==> config.mk <==
export PLATFORM = sky130hd
export DESIGN_NAME = ivl_timer
export DESIGN_NICKNAME = d
export VERILOG_FILES = /design/src/rtl/ivl_pkg.sv /design/src/rtl/ivl_tick_sync.sv /design/src/rtl/ivl_step.sv /design/src/rtl/ivl_timer.sv
export SDC_FILE = /design/constraint.sdc
export NUM_CORES = 1
export LEC_CHECK = 0
export BUFFER_PORTS_ARGS = -buffer_cell sky130_fd_sc_hd__buf_4
export CORE_MARGIN = 2
export CORE_UTILIZATION = 47
export CTS_CLUSTER_SIZE = 30
export DETAILED_ROUTE_END_ITERATION = 10
export GPL_TIMING_DRIVEN = 0
export MAX_ROUTING_LAYER = met4
export PLACE_DENSITY_LB_ADDON = 0.12
export SYNTH_ARGS = -nofsm -noshare
export SYNTH_HDL_FRONTEND = slang
export SYNTH_HIERARCHICAL = 1
export SYNTH_SLANG_ARGS = --single-unit
==> constraint.sdc <==
create_clock -name clk -period 8.4 [get_ports clk]
set_input_delay 1.68 -clock clk [delete_from_list [all_inputs] [get_ports clk]]
set_output_delay 1.68 -clock clk [all_outputs]
set_load 0.05 [all_outputs]
==> src/rtl/ivl_pkg.sv <==
package ivl_pkg;
    localparam int CNT_W  = 16;
    localparam int RATE_W = 2;
    localparam int NSRC   = 1 << RATE_W;

    localparam int B_GO   = 0;
    localparam int B_RPT  = 1;
    localparam int B_RATE = 2;
    localparam int B_UP   = B_RATE + RATE_W;
    localparam int B_STEP = B_UP + 1;
    localparam int B_IE   = B_STEP + 1;
    localparam int B_DONE = B_IE + 1;
    localparam int B_ERR  = CNT_W - 1;

    typedef enum logic [1:0] {
        REG_CTL  = 2'd0,
        REG_BUF  = 2'd1,
        REG_LIVE = 2'd2,
        REG_NONE = 2'd3
    } reg_sel_e;

    typedef struct packed {
        logic              go;
        logic              rpt;
        logic [RATE_W-1:0] rate;
        logic              up;
        logic              ie;
        logic              done;
        logic              err;
        logic              irq;
        logic [CNT_W-1:0]  setv;
        logic [CNT_W-1:0]  cnt;
    } tmr_state_t;
endpackage

==> src/rtl/ivl_tick_sync.sv <==
module ivl_tick_sync #(
    parameter int NSRC   = 4,
    parameter int STAGES = 2,
    localparam int SEL_W = (NSRC > 1) ? $clog2(NSRC) : 1
) (
    input  logic             clk,
    input  logic             rst_n,
    input  logic [NSRC-1:0]  src_in,
    input  logic [SEL_W-1:0] sel,
    output logic             tick
);
    logic [NSRC-1:0] rise;

    for (genvar i = 0; i < NSRC; i++) begin : g_src
        logic [STAGES:0] sh_q;
        logic [STAGES:0] sh_d;

        always_comb begin
            sh_d = {sh_q[STAGES-1:0], src_in[i]};
        end

        always_ff @(posedge clk or negedge rst_n) begin
            if (!rst_n) sh_q <= '0;
            else        sh_q <= sh_d;
        end

        assign rise[i] = sh_q[STAGES-1] & ~sh_q[STAGES];

        // one tick edge produces exactly one counting pulse
        assert_single_pulse_R5: assert property (@(posedge clk) disable iff (!rst_n)
            rise[i] |=> !rise[i]);
    end

    assign tick = rise[sel];
endmodule

==> src/rtl/ivl_step.sv <==
module ivl_step #(
    parameter int W = 16
) (
    input  logic [W-1:0] cur,
    input  logic         up,
    output logic [W-1:0] nxt,
    output logic         zero
);
    always_comb begin
        nxt  = up ? cur + W'(1) : cur - W'(1);
        zero = (nxt == '0);
    end
endmodule

==> src/rtl/ivl_timer.sv <==
module ivl_timer
    import ivl_pkg::*;
(
    input  logic              clk,
    input  logic              rst_n,
    input  logic              bus_wen,
    input  logic [2:1]        bus_addr,
    input  logic [CNT_W-1:0]  bus_wdata,
    output logic [CNT_W-1:0]  bus_rdata,
    input  logic [NSRC-1:0]   tick_in,
    output logic              irq
);
    tmr_state_t       st_q, st_d;
    logic             tick_pls;
    logic             wr_ctl, wr_buf, tick_go, do_step, expire_w, step_up;
    logic [CNT_W-1:0] step_nxt;
    logic             step_zero;
    reg_sel_e         rsel;

    assign rsel = reg_sel_e'(bus_addr);

    ivl_tick_sync #(.NSRC(NSRC), .STAGES(2)) sync_i (
        .clk    (clk),
        .rst_n  (rst_n),
        .src_in (tick_in),
        .sel    (st_q.rate),
        .tick   (tick_pls)
    );

    assign wr_ctl  = bus_wen && (rsel == REG_CTL);
    assign wr_buf  = bus_wen && (rsel == REG_BUF);
    assign tick_go = tick_pls && st_q.go && !bus_wen;
    assign step_up = wr_ctl ? bus_wdata[B_UP] : st_q.up;

    ivl_step #(.W(CNT_W)) step_i (
        .cur  (st_q.cnt),
        .up   (step_up),
        .nxt  (step_nxt),
        .zero (step_zero)
    );

    always_comb begin
        st_d     = st_q;
        expire_w = 1'b0;
        do_step  = tick_go || (wr_ctl && !bus_wdata[B_GO] && bus_wdata[B_STEP]);

        if (wr_buf) begin
            st_d.setv = bus_wdata;
            st_d.cnt  = bus_wdata;
            st_d.done = 1'b0;
            st_d.err  = 1'b0;
            st_d.irq  = 1'b0;
        end else if (wr_ctl) begin
            st_d.go   = bus_wdata[B_GO];
            st_d.rpt  = bus_wdata[B_RPT];
            st_d.rate = bus_wdata[B_RATE +: RATE_W];
            st_d.up   = bus_wdata[B_UP];
            st_d.ie   = bus_wdata[B_IE];
            st_d.done = 1'b0;
            st_d.err  = 1'b0;
            st_d.irq  = 1'b0;
            if (st_d.go && (!st_q.go || st_d.rate != st_q.rate))
                st_d.cnt = st_q.setv;
        end

        if (do_step) begin
            st_d.cnt = step_nxt;
            expire_w = step_zero;
        end

        if (expire_w) begin
            if (st_d.done) st_d.err  = 1'b1;
            else           st_d.done = 1'b1;
            if (st_d.ie)   st_d.irq  = 1'b1;
            if (st_d.rpt) begin
                st_d.cnt = st_d.setv;
            end else begin
                st_d.setv = '0;
                st_d.go   = 1'b0;
            end
        end
    end

    always_ff @(posedge clk or negedge rst_n) begin
        if (!rst_n) st_q <= '0;
        else        st_q <= st_d;
    end

    always_comb begin
        bus_rdata = '0;
        unique case (rsel)
            REG_CTL: begin
                bus_rdata[B_GO]                = st_q.go;
                bus_rdata[B_RPT]               = st_q.rpt;
                bus_rdata[B_RATE +: RATE_W]    = st_q.rate;
                bus_rdata[B_UP]                = st_q.up;
                bus_rdata[B_IE]                = st_q.ie;
                bus_rdata[B_DONE]              = st_q.done;
                bus_rdata[B_ERR]               = st_q.err;
            end
            REG_BUF:  bus_rdata = st_q.setv;
            REG_LIVE: bus_rdata = st_q.cnt;
            default:  bus_rdata = '0;
        endcase
    end

    assign irq = st_q.irq;

    // overrun only ever accompanies a set done flag
    assert_err_after_done_R7: assert property (@(posedge clk) disable iff (!rst_n)
        st_q.err |-> st_q.done);

    // a new interrupt request requires the enable
    assert_irq_needs_ie_R8: assert property (@(posedge clk) disable iff (!rst_n)
        $rose(st_q.irq) |-> st_q.ie);

    // after expiry the timer either repeats or is stopped with an empty buffer
    assert_single_stop_R10: assert property (@(posedge clk) disable iff (!rst_n)
        expire_w |=> (st_q.rpt || (!st_q.go && st_q.setv == '0)));

    // the live counter ignores writes
    assert_live_readonly_R2: assert property (@(posedge clk) disable iff (!rst_n)
        (bus_wen && rsel == REG_LIVE) |=> $stable(st_q.cnt));
endmodule

Word level (Yosys, flattened, before mapping)
Index checks and enable logic that the tools add are counted.
- add/subtract/negate cells: 2
- equal/unequal tests: 3
- reduce and logical (&&, ||, !) cells: 15
- magnitude comparators: 1
- bitwise operators: 9
- mux-type cells: 25
- operators by type and width (cell ; number):
    2-to-1 mux 16 bit ; 8
    2-to-1 mux 35 bit ; 1
    adder 16 x 1 -> 16 bit (second input constant) ; 1
    zero test 16 bit ; 1
    subtractor 16 x 1 -> 16 bit (second input constant) ; 1
    one-hot mux 5 bit (3 select lines) ; 1
    one-hot mux 7 bit (2 select lines) ; 1
    2-to-1 mux 9 bit ; 1
    logical AND 1 bit ; 7
    2-to-1 mux 1 bit ; 7
    2-to-1 mux 6 bit ; 1
    one-hot mux 2 bit (3 select lines) ; 1
    NOT 1 bit ; 5
    bitwise AND 1 bit ; 4
    zero test 1 bit ; 3
    < comparator 2 x 3 -> 1 bit (second input constant) ; 1
    2-to-1 mux 3 bit ; 1
    one-hot mux 1 bit (3 select lines) ; 1
    binary-select mux 1 bit (select 2 bit) ; 1
    equality test 2 x 1 -> 1 bit (second input constant) ; 1
    equality test 2 bit (second input constant) ; 1
    zero test 2 bit ; 1
    logical OR 1 bit ; 2
    != test 2 bit ; 1
    other kinds (2) ; 2
- output and inout port bits: 17
- input port bits: 25
- word-level logic and storage cells: 69
- register bits: 53

Logic depth before layout (Yosys ltp)
Gate-level depths: netlist of run 1.
- depth in word-level cells: 10
- mapped depth: 19
- mapped depth without buffers: 19

By module
Netlist of run 1, hierarchy kept.
- by module, submodules not included (module ; sequential area each (µm²) ; area an instance (µm²) ; cells an instance ; times used):
    ivl_timer ; 1026.0 ; 2598.7 ; 305 ; 1
    ivl_step ; 0.0 ; 700.7 ; 90 ; 1
    ivl_tick_sync ; 300.3 ; 347.8 ; 17 ; 1

Worst setup path after synthesis of run 1
No wires, ideal clock.
- kind: in2reg
- start point: input bus_addr[1] (netlist name)
- end point: register st_q[0] (netlist name)
- path slack: 2.195 ns
- arrival time: 6.081 ns
- cell stages on the path: 19
- path buffers: 0
- required time: 8.276 ns
- library setup time: 0.124 ns
- cells stage by stage: inv_1 ha_1 nand2_1 mux2_2 inv_1 ha_1 and2b_1 o31a_2 o22a_2 a311o_1 xor2_1 nand3b_1 or4_1 nor4_2 nand2_1 mux2i_4 or2_1 o21ai_0 a211o_1
- RTL lines (item ; RTL line ; source):
    start: declaration ; ivl_timer.sv:7 ; input logic [2:1] bus_addr,
    end signal: assignment ; ivl_timer.sv:86 ; else st_q <= st_d;
    end: declaration ; ivl_timer.sv:13 ; tmr_state_t st_q, st_d;

==> reports/results.txt, run 1 <==
Status: completed
Htree depth: 2
Post-synth ARST share: 100%
CTS max path bufs: 2
DR iter-0 viols: 458
Main flop type after synthesis: dfrtp_1
Dpl hpwl: 7520 microns
Fin. Hold Viols: 0
Total CTS buffers: 5
Height of the die: 92.1 microns
Comb power frac: 57.0%
Worst Skew: 6.05 ps
Post-CTS Setup Inserts: 0
Tmin final: 7050 ps
Critical Path Sink Type: flip-flop
Type of the worst min-delay path: reg -> reg
CTS Root Cell: clkbuf_8
Syn_area_per_cell: 8.85 sq um
Slew Limit Fails: 0
Core ar.: 7610 sq um
Initial antenna violation count: 0
Crit path to: st_q[0]
GR Overflow Total: 0
Max-Cap Viols: 0
Internal: 682 uW
Count of flip-flops with a built-in enable after synthesis: 0
Mapped Nets: 457
Worst reg-to-reg path cell count: 16
First-pass GRT wire length: 17200 microns
Antenna viol nets, final: 0
Power density over the cells: 308 nW/um^2
CP Launch Type: primary input
Die width: 92.1 microns
Tightest Pin Transition: 849 ps
N_diodes: 0
Number of global-route vias before repair: 3368
Layout cell share with drive strength beyond 1: 15.4%
FF+latch count, synth: 53
I/O pins: 42
Crit Path Max Fanout: 14
Final core utilization: 54.9%
Clock slew at reported path FFs: 110 ps
Peak supply drop: 0.000106 V
Met1 usage: 37.4%
Via count: 3400
Residual DRC: 0
P&R area growth vs syn: 14.4%
Std cell rows: 32
Pleak: 1.87 nW
CP startpoint: bus_addr[1]
Sequential area share after synthesis: 36.4%
Mean routed wirelength per cell: 18.7 microns
CTS tree: yes
Yosys Warn Count: 6
PostCTS Resize Cnt: 0
Syn Inst Count: 412
GRT busiest layer: met2
Switching Fraction: 46.9%
Final WL: 10500 microns
Cells along the critical path: buf_4 -> inv_1 -> ha_1 -> nand2_1 -> mux2_2 -> inv_1 -> ha_1 -> and2b_1 -> o31a_2 -> o22a_2 -> a311o_1 -> xor2_1 -> nand3b_1 -> or4_1 -> nor4_2 -> nand2_1 -> mux2i_4 -> or2_1 -> o21ai_0 -> a211o_1
Nets: 504
Vias per cell: 6.05
Crit share post-route: 83.9%
Fmax: 142 MHz
Flop pwr share: 30.5%
Final setup fails: 0
Die area: 8480 sq um
Rel. slew slack: 43.0%
Crit path largest cell delay: 520 ps
Clock latency on the worst-skew pair: 320 ps
R2R Path Start: st_q[36]
Largest net degree at the start of global routing: 54
Global Route Usage Sum: 26.4%
Worst EP arrival: 7270 ps
Clock share of power: 12.5%
Internal reg-to-reg setup slack: 2890 ps
GR Util met2: 39.1%
Slowest stage cell, crit path: nor4_2
Starting density of the core: 47.9%
RD Place Congestion: 0.930
WP data required: 8620 ps
PortBufs: 40
Reg2reg end: st_q[0]
Met3 GRT Util: 4.03%
Sink Count: 53
Sw Pwr: 603 uW
Setup_tns: 0 ps
Yosys cell types: 60
Setup CP Type: in -> reg
RSZ-0062 raised after global routing: no
# hold bufs at CTS: 0
Drt pass-1 iters: 7
Synth Cell Area: 3650 sq um
==> layout make-up <==
| class | count | area (sq um) |
|---|---|---|
| fill | 717 | 3430 |
| timing repair buffer | 40 | 300 |
| multi-input combinational | 333 | 2200 |
| clock buffer | 5 | 68.8 |
| sequential | 53 | 1330 |
| tap | 102 | 128 |
| buffer | 16 | 87.6 |
| inverter | 10 | 37.5 |
| clock inverter | 3 | 28.8 |
==> state kept, by name (all words and copies together) (netlist names) <==
name and cells:
irq 1, st_q 40, sync_i/g_src.sh_q 12
==> critical path, delay by kind of cell <==
| kind | cells | cell delay (ps) |
|---|---|---|
| buffers and inverters | 3 | 550 |
| muxes | 2 | 790 |
| xor gates and xnor gates | 1 | 190 |
| adders and majority gates | 2 | 640 |
| and+or+nand+nor | 7 | 2030 |
| AOI/OAI and AO/OA | 5 | 1390 |
==> power groups by stage <==
stage | sequential, mW | combinational [mW] | clock, mW
final | 0.392 | 0.732 | 0.161
after global routing | 0.401 | 0.804 | 0.179
after detailed placement | 0.395 | 0.710 | 0
after floorplan | 0.370 | 0.554 | 0
after CTS | 0.390 | 0.718 | 0.166
after global placement | 0.394 | 0.699 | 0
==> layer usage <==
| metal | part of all wire [%] | routed length, microns | vias up |
|---|---|---|---|
| met4 | 1.4 | 152 | 0 |
| li1 | - | - | 1606 |
| met1 | 45 | 4700 | 1619 |
| met3 | 8.2 | 863 | 15 |
| met2 | 46 | 4780 | 160 |
| met5 | 0 | 0 | - |
==> stage by stage <==
step           instances  total power [mW]  setup WS (ps)  hold WS (ps)  cell area [sq um]
2_1_floorplan        412             0.924           2190           331               3650
3_3_place_gp         554              1.09           1170           335               4080
3_5_place_dp         554              1.11           1080           335               4080
4_1_cts              562              1.27           1420           362               4170
5_1_grt              562              1.38           1030           369               4170
6_report             562              1.29           1350           361               4170
==> placed cells by master, fill, tap and decap left out, drive strengths merged, types with 3 or more instances in the layout <==
cell,count
a211oi,3
and3,3
dfrtp,53
inv,12
and2,4
mux2i,16
buf,46
xor2,3
a21oi,26
nand2,65
a211o,7
o22ai,5
a222oi,13
a22oi,9
ha,19
o21ai,32
nor3,4
nand3,4
clkbuf,15
xnor2,12
a31oi,4
o211ai,5
a21o,5
nor2,46
a22o,8
nor2b,14
==> Yosys cell counts, types with 2 or more instances <==
library cell | n | share of area (%)
nand2_1 | 65 | 6.7
dfrtp_1 | 53 | 36
nor2_1 | 46 | 4.7
a21oi_1 | 26 | 3.6
o21ai_0 | 26 | 3.6
ha_1 | 19 | 6.5
mux2i_1 | 15 | 4.1
nor2b_1 | 14 | 2.4
a222oi_1 | 13 | 3.6
xnor2_1 | 11 | 2.6
clkbuf_1 | 10 | 1.0
inv_1 | 10 | 1.0
a22oi_1 | 9 | 1.9
a211o_1 | 7 | 1.7
a22o_1 | 7 | 1.7
o21ai_1 | 6 | 0.82
o211ai_1 | 5 | 1.0
o22ai_1 | 5 | 0.86
nand3_1 | 4 | 0.55
nor3_1 | 4 | 0.55
a21o_1 | 3 | 0.62
a31oi_1 | 3 | 0.51
and2_1 | 3 | 0.51
buf_6 | 3 | 0.93
xor2_1 | 3 | 0.72
a211oi_1 | 2 | 0.41
a21o_2 | 2 | 0.48
mux2_2 | 2 | 0.62
nand3b_1 | 2 | 0.41
o21a_1 | 2 | 0.41
o21bai_1 | 2 | 0.41
or4_1 | 2 | 0.41
==> worst min-delay path by stage <==
stage                            startpoint                       to  slack, ps  depth (start not counted)
floorplan           sync_i/g_src[0].sh_q[0]  sync_i/g_src[0].sh_q[1]        330                          0
finish              sync_i/g_src[0].sh_q[0]  sync_i/g_src[0].sh_q[1]        360                          0
global placement    sync_i/g_src[0].sh_q[0]  sync_i/g_src[0].sh_q[1]        330                          0
detailed placement  sync_i/g_src[0].sh_q[0]  sync_i/g_src[0].sh_q[1]        330                          0
global route        sync_i/g_src[2].sh_q[0]  sync_i/g_src[2].sh_q[1]        370                          0
CTS                 sync_i/g_src[0].sh_q[0]  sync_i/g_src[0].sh_q[1]        360                          0
==> logic make-up after synthesis <==
group / synth area share (%)
flops: 36.4
compound gates: 24.5
mux: 5.97
xor+xnor: 3.81
buf+inv: 3.43
fa+ha+maj: 7.07
simple gates: 18.9
No activity file was read; power rests on OpenSTA's default activity.
==> inputs of run 2 (changes only) <==
- clock period: 8.4 -> 6.6 ns (I/O delays scaled with it)
==> reports/results.txt, run 2 (same netlist as run 1, synthesis figures left out) <==
Status: completed (unchanged)
Setup_tns: 0 ps (unchanged)
Max-Cap Viols: 0 (unchanged)
I/O pins: 42 (unchanged)
Die width: 92.1 microns (unchanged)
Final setup fails: 0 (unchanged)
Worst EP arrival: 6580 ps (was 7270 ps)
Std cell rows: 32 (unchanged)
Via count: 3443 (was 3400)
CP startpoint: bus_addr[1] (unchanged)
Vias per cell: 6.06 (was 6.05)
Crit Path Max Fanout: 10 (was 14)
Core ar.: 7610 sq um (unchanged)
CTS tree: yes (unchanged)
First-pass GRT wire length: 17200 microns (about the same)
Internal reg-to-reg setup slack: 1480 ps (was 2890 ps)
WP data required: 6820 ps (was 8620 ps)
Min-delay src: sync_i/g_src[0].sh_q[0] (unchanged)
PortBufs: 40 (unchanged)
N_diodes: 0 (unchanged)
CTS max path bufs: 2 (unchanged)
Dpl hpwl: 7520 microns (unchanged)
Worst reg-to-reg path cell count: 17 (was 16)
Most common cell after layout, fill and taps aside: nand2_1 (unchanged)
Worst Skew: 7.09 ps (was 6.05 ps)
Final core utilization: 55.6% (was 54.9%)
Cells along the critical path: buf_4 -> inv_1 -> ha_1 -> nand2_1 -> mux2_2 -> clkinvlp_4 -> ha_1 -> and2b_1 -> o31a_2 -> o22a_2 -> a311o_1 -> xor2_1 -> nand3b_1 -> or4_1 -> nor4_4 -> buf_4 -> nand2_1 -> mux2i_4 -> or2_1 -> o21ai_0 -> a211o_1 (was buf_4 -> inv_1 -> ha_1 -> nand2_1 -> mux2_2 -> inv_1 -> ha_1 -> and2b_1 -> o31a_2 -> o22a_2 -> a311o_1 -> xor2_1 -> nand3b_1 -> or4_1 -> nor4_2 -> nand2_1 -> mux2i_4 -> or2_1 -> o21ai_0 -> a211o_1)
Htree depth: 2 (unchanged)
R2R Path Start: st_q[36] (unchanged)
Antenna viol nets, final: 0 (unchanged)
Power density over the cells: 393 nW/um^2 (was 308 nW/um^2)
Layout fillers: 713 (was 717)
Pre-CTS setup slack: -363 ps (was 1080 ps)
Rel. slew slack: 41.3% (was 43.0%)
Peak supply drop: 0.000147 V (was 0.000106 V)
Hold Path Depth: 0 (unchanged)
Clock latency on the worst-skew pair: 320 ps (about the same)
P&R area growth vs syn: 16.0% (was 14.4%)
Pleak: 1.89 nW (was 1.87 nW)
Total CTS buffers: 5 (unchanged)
Setup CP Type: in -> reg (unchanged)
Top Metal Used: met4 (unchanged)
Fin. Hold Viols: 0 (unchanged)
Met3 WL: 838 microns (was 863 microns)
Slew Limit Fails: 0 (unchanged)
Mean routed wirelength per cell: 18.7 microns (about the same)
Reg2reg end: st_q[0] (unchanged)
Initial antenna violation count: 0 (unchanged)
Max FFs per register: 40 (unchanged)
CTS Root Cell: clkbuf_8 (unchanged)
Setup ws final: 242 ps (was 1350 ps)
Crit path largest cell delay: 500 ps (was 520 ps)
RSZ-0062 raised after global routing: no (unchanged)
Fmax: 157 MHz
Global Route Usage Sum: 26.5% (was 26.4%)
Starting density of the core: 47.9% (unchanged)
Sink Count: 53 (unchanged)
GR Overflow Total: 0 (unchanged)
Slowest stage cell, crit path: or4_1 (was nor4_2)
Crit share post-route: 96.3%
Layout cell share with drive strength beyond 1: 16.7% (was 15.4%)
Commonest cells after routing, fill and taps aside: 65 x nand2_1, 53 x dfrtp_1, 47 x buf_4, 46 x nor2_1 (was 65 x nand2_1, 53 x dfrtp_1, 46 x nor2_1, 41 x buf_4)
Drt pass-1 iters: 7 (unchanged)
Final WL: 10600 microns (was 10500 microns)
CP Launch Type: primary input (unchanged)
Type of the worst min-delay path: reg -> reg (unchanged)
Number of global-route vias before repair: 3377 (was 3368)
Met1 Wirelength: 4790 microns (was 4700 microns)
Tmin final: 6360 ps
Most flops, register: st_q (unchanged)
Nets: 510 (was 504)
Largest net degree at the start of global routing: 54 (unchanged)
Tightest Pin Transition: 875 ps (was 849 ps)
Residual DRC: 0 (unchanged)
Die area: 8480 sq um (unchanged)
RD Place Congestion: 0.930 (unchanged)
Height of the die: 92.1 microns (unchanged)
Clock slew at reported path FFs: 110 ps (about the same)
Critical Path Sink Type: flip-flop (unchanged)
Met2 WL post-DR: 4870 microns (was 4780 microns)
Hold_ws: 360 ps (was 361 ps)
Hold EP: sync_i/g_src[0].sh_q[1] (unchanged)
DR iter-0 viols: 400 (was 458)
-- run 2: cell types whose count changed in the layout (fill, tap and decap cells not counted) --
cell,previous run,this run
buf_4,41,47
clkinvlp_4,0,1
inv_1,10,9
nor4_2,1,0
nor4_4,0,1
-- run 2: area by class of cell --
type,count,area (sq um),area share [%]
plain buffers,16,87.6,2.07
clock buffers,5,68.8,1.63
clock inverters,3,28.8,0.680
inverters,10,41.3,0.976
multi-input cells,333,2200,52.1
flip-flops and latches,53,1330,31.4
well taps,102,128,3.02
repair buffers,46,345,8.16
-- run 2: how the worst max path moves through the flow --
stage	to	slack, ps
after floorplan	st_q[0]	750
after global placement	st_q[6]	-270
after detailed placement	st_q[6]	-360
after CTS	st_q[6]	170
after global routing	st_q[6]	50
final	st_q[0]	240
-- run 2: metal layers --
layer  up-vias  GRT usage [%]
li1       1617              -
met3        13           4.03
met5         -              -
met1      1639           37.3
met4         0           8.71
met2       174           39.5
-- run 2: report_power, final --
group	internal, mW	leakage (nW)	switching, mW
combinational	0.395	1.20	0.561
sequential	0.401	0.645	0.0988
clock	0.0798	0.0506	0.127
total	0.875	1.89	0.787
-- run 2: worst max-delay path: cells and delay by family --
| family | cells | cell delay (ps) |
|---|---|---|
| AND/OR/NAND/NOR | 7 | 1660 |
| AO/OA/AOI/OAI | 5 | 1400 |
| multiplexers | 2 | 720 |
| adder cells (fa/ha/maj) | 2 | 660 |
| buffers and inverters | 4 | 630 |
| XOR/XNOR | 1 | 190 |
-- run 2: repair_timing --
action / in CTS / in global routing
buffers inserted: 0 / 6
pin swaps: 0 / 1
hold buffers: 0 / 0
gates resized for setup: 1 / 1
endpoints found under the setup margin: 1 / 19
-- run 2: per-stage QoR --
step,instance area (sq um),std cells,power [mW]
after floorplan,3650,412,1.18
after global placement,4080,554,1.39
after detailed placement,4080,554,1.41
after CTS,4180,562,1.63
after global routing,4230,568,1.78
final,4230,568,1.66
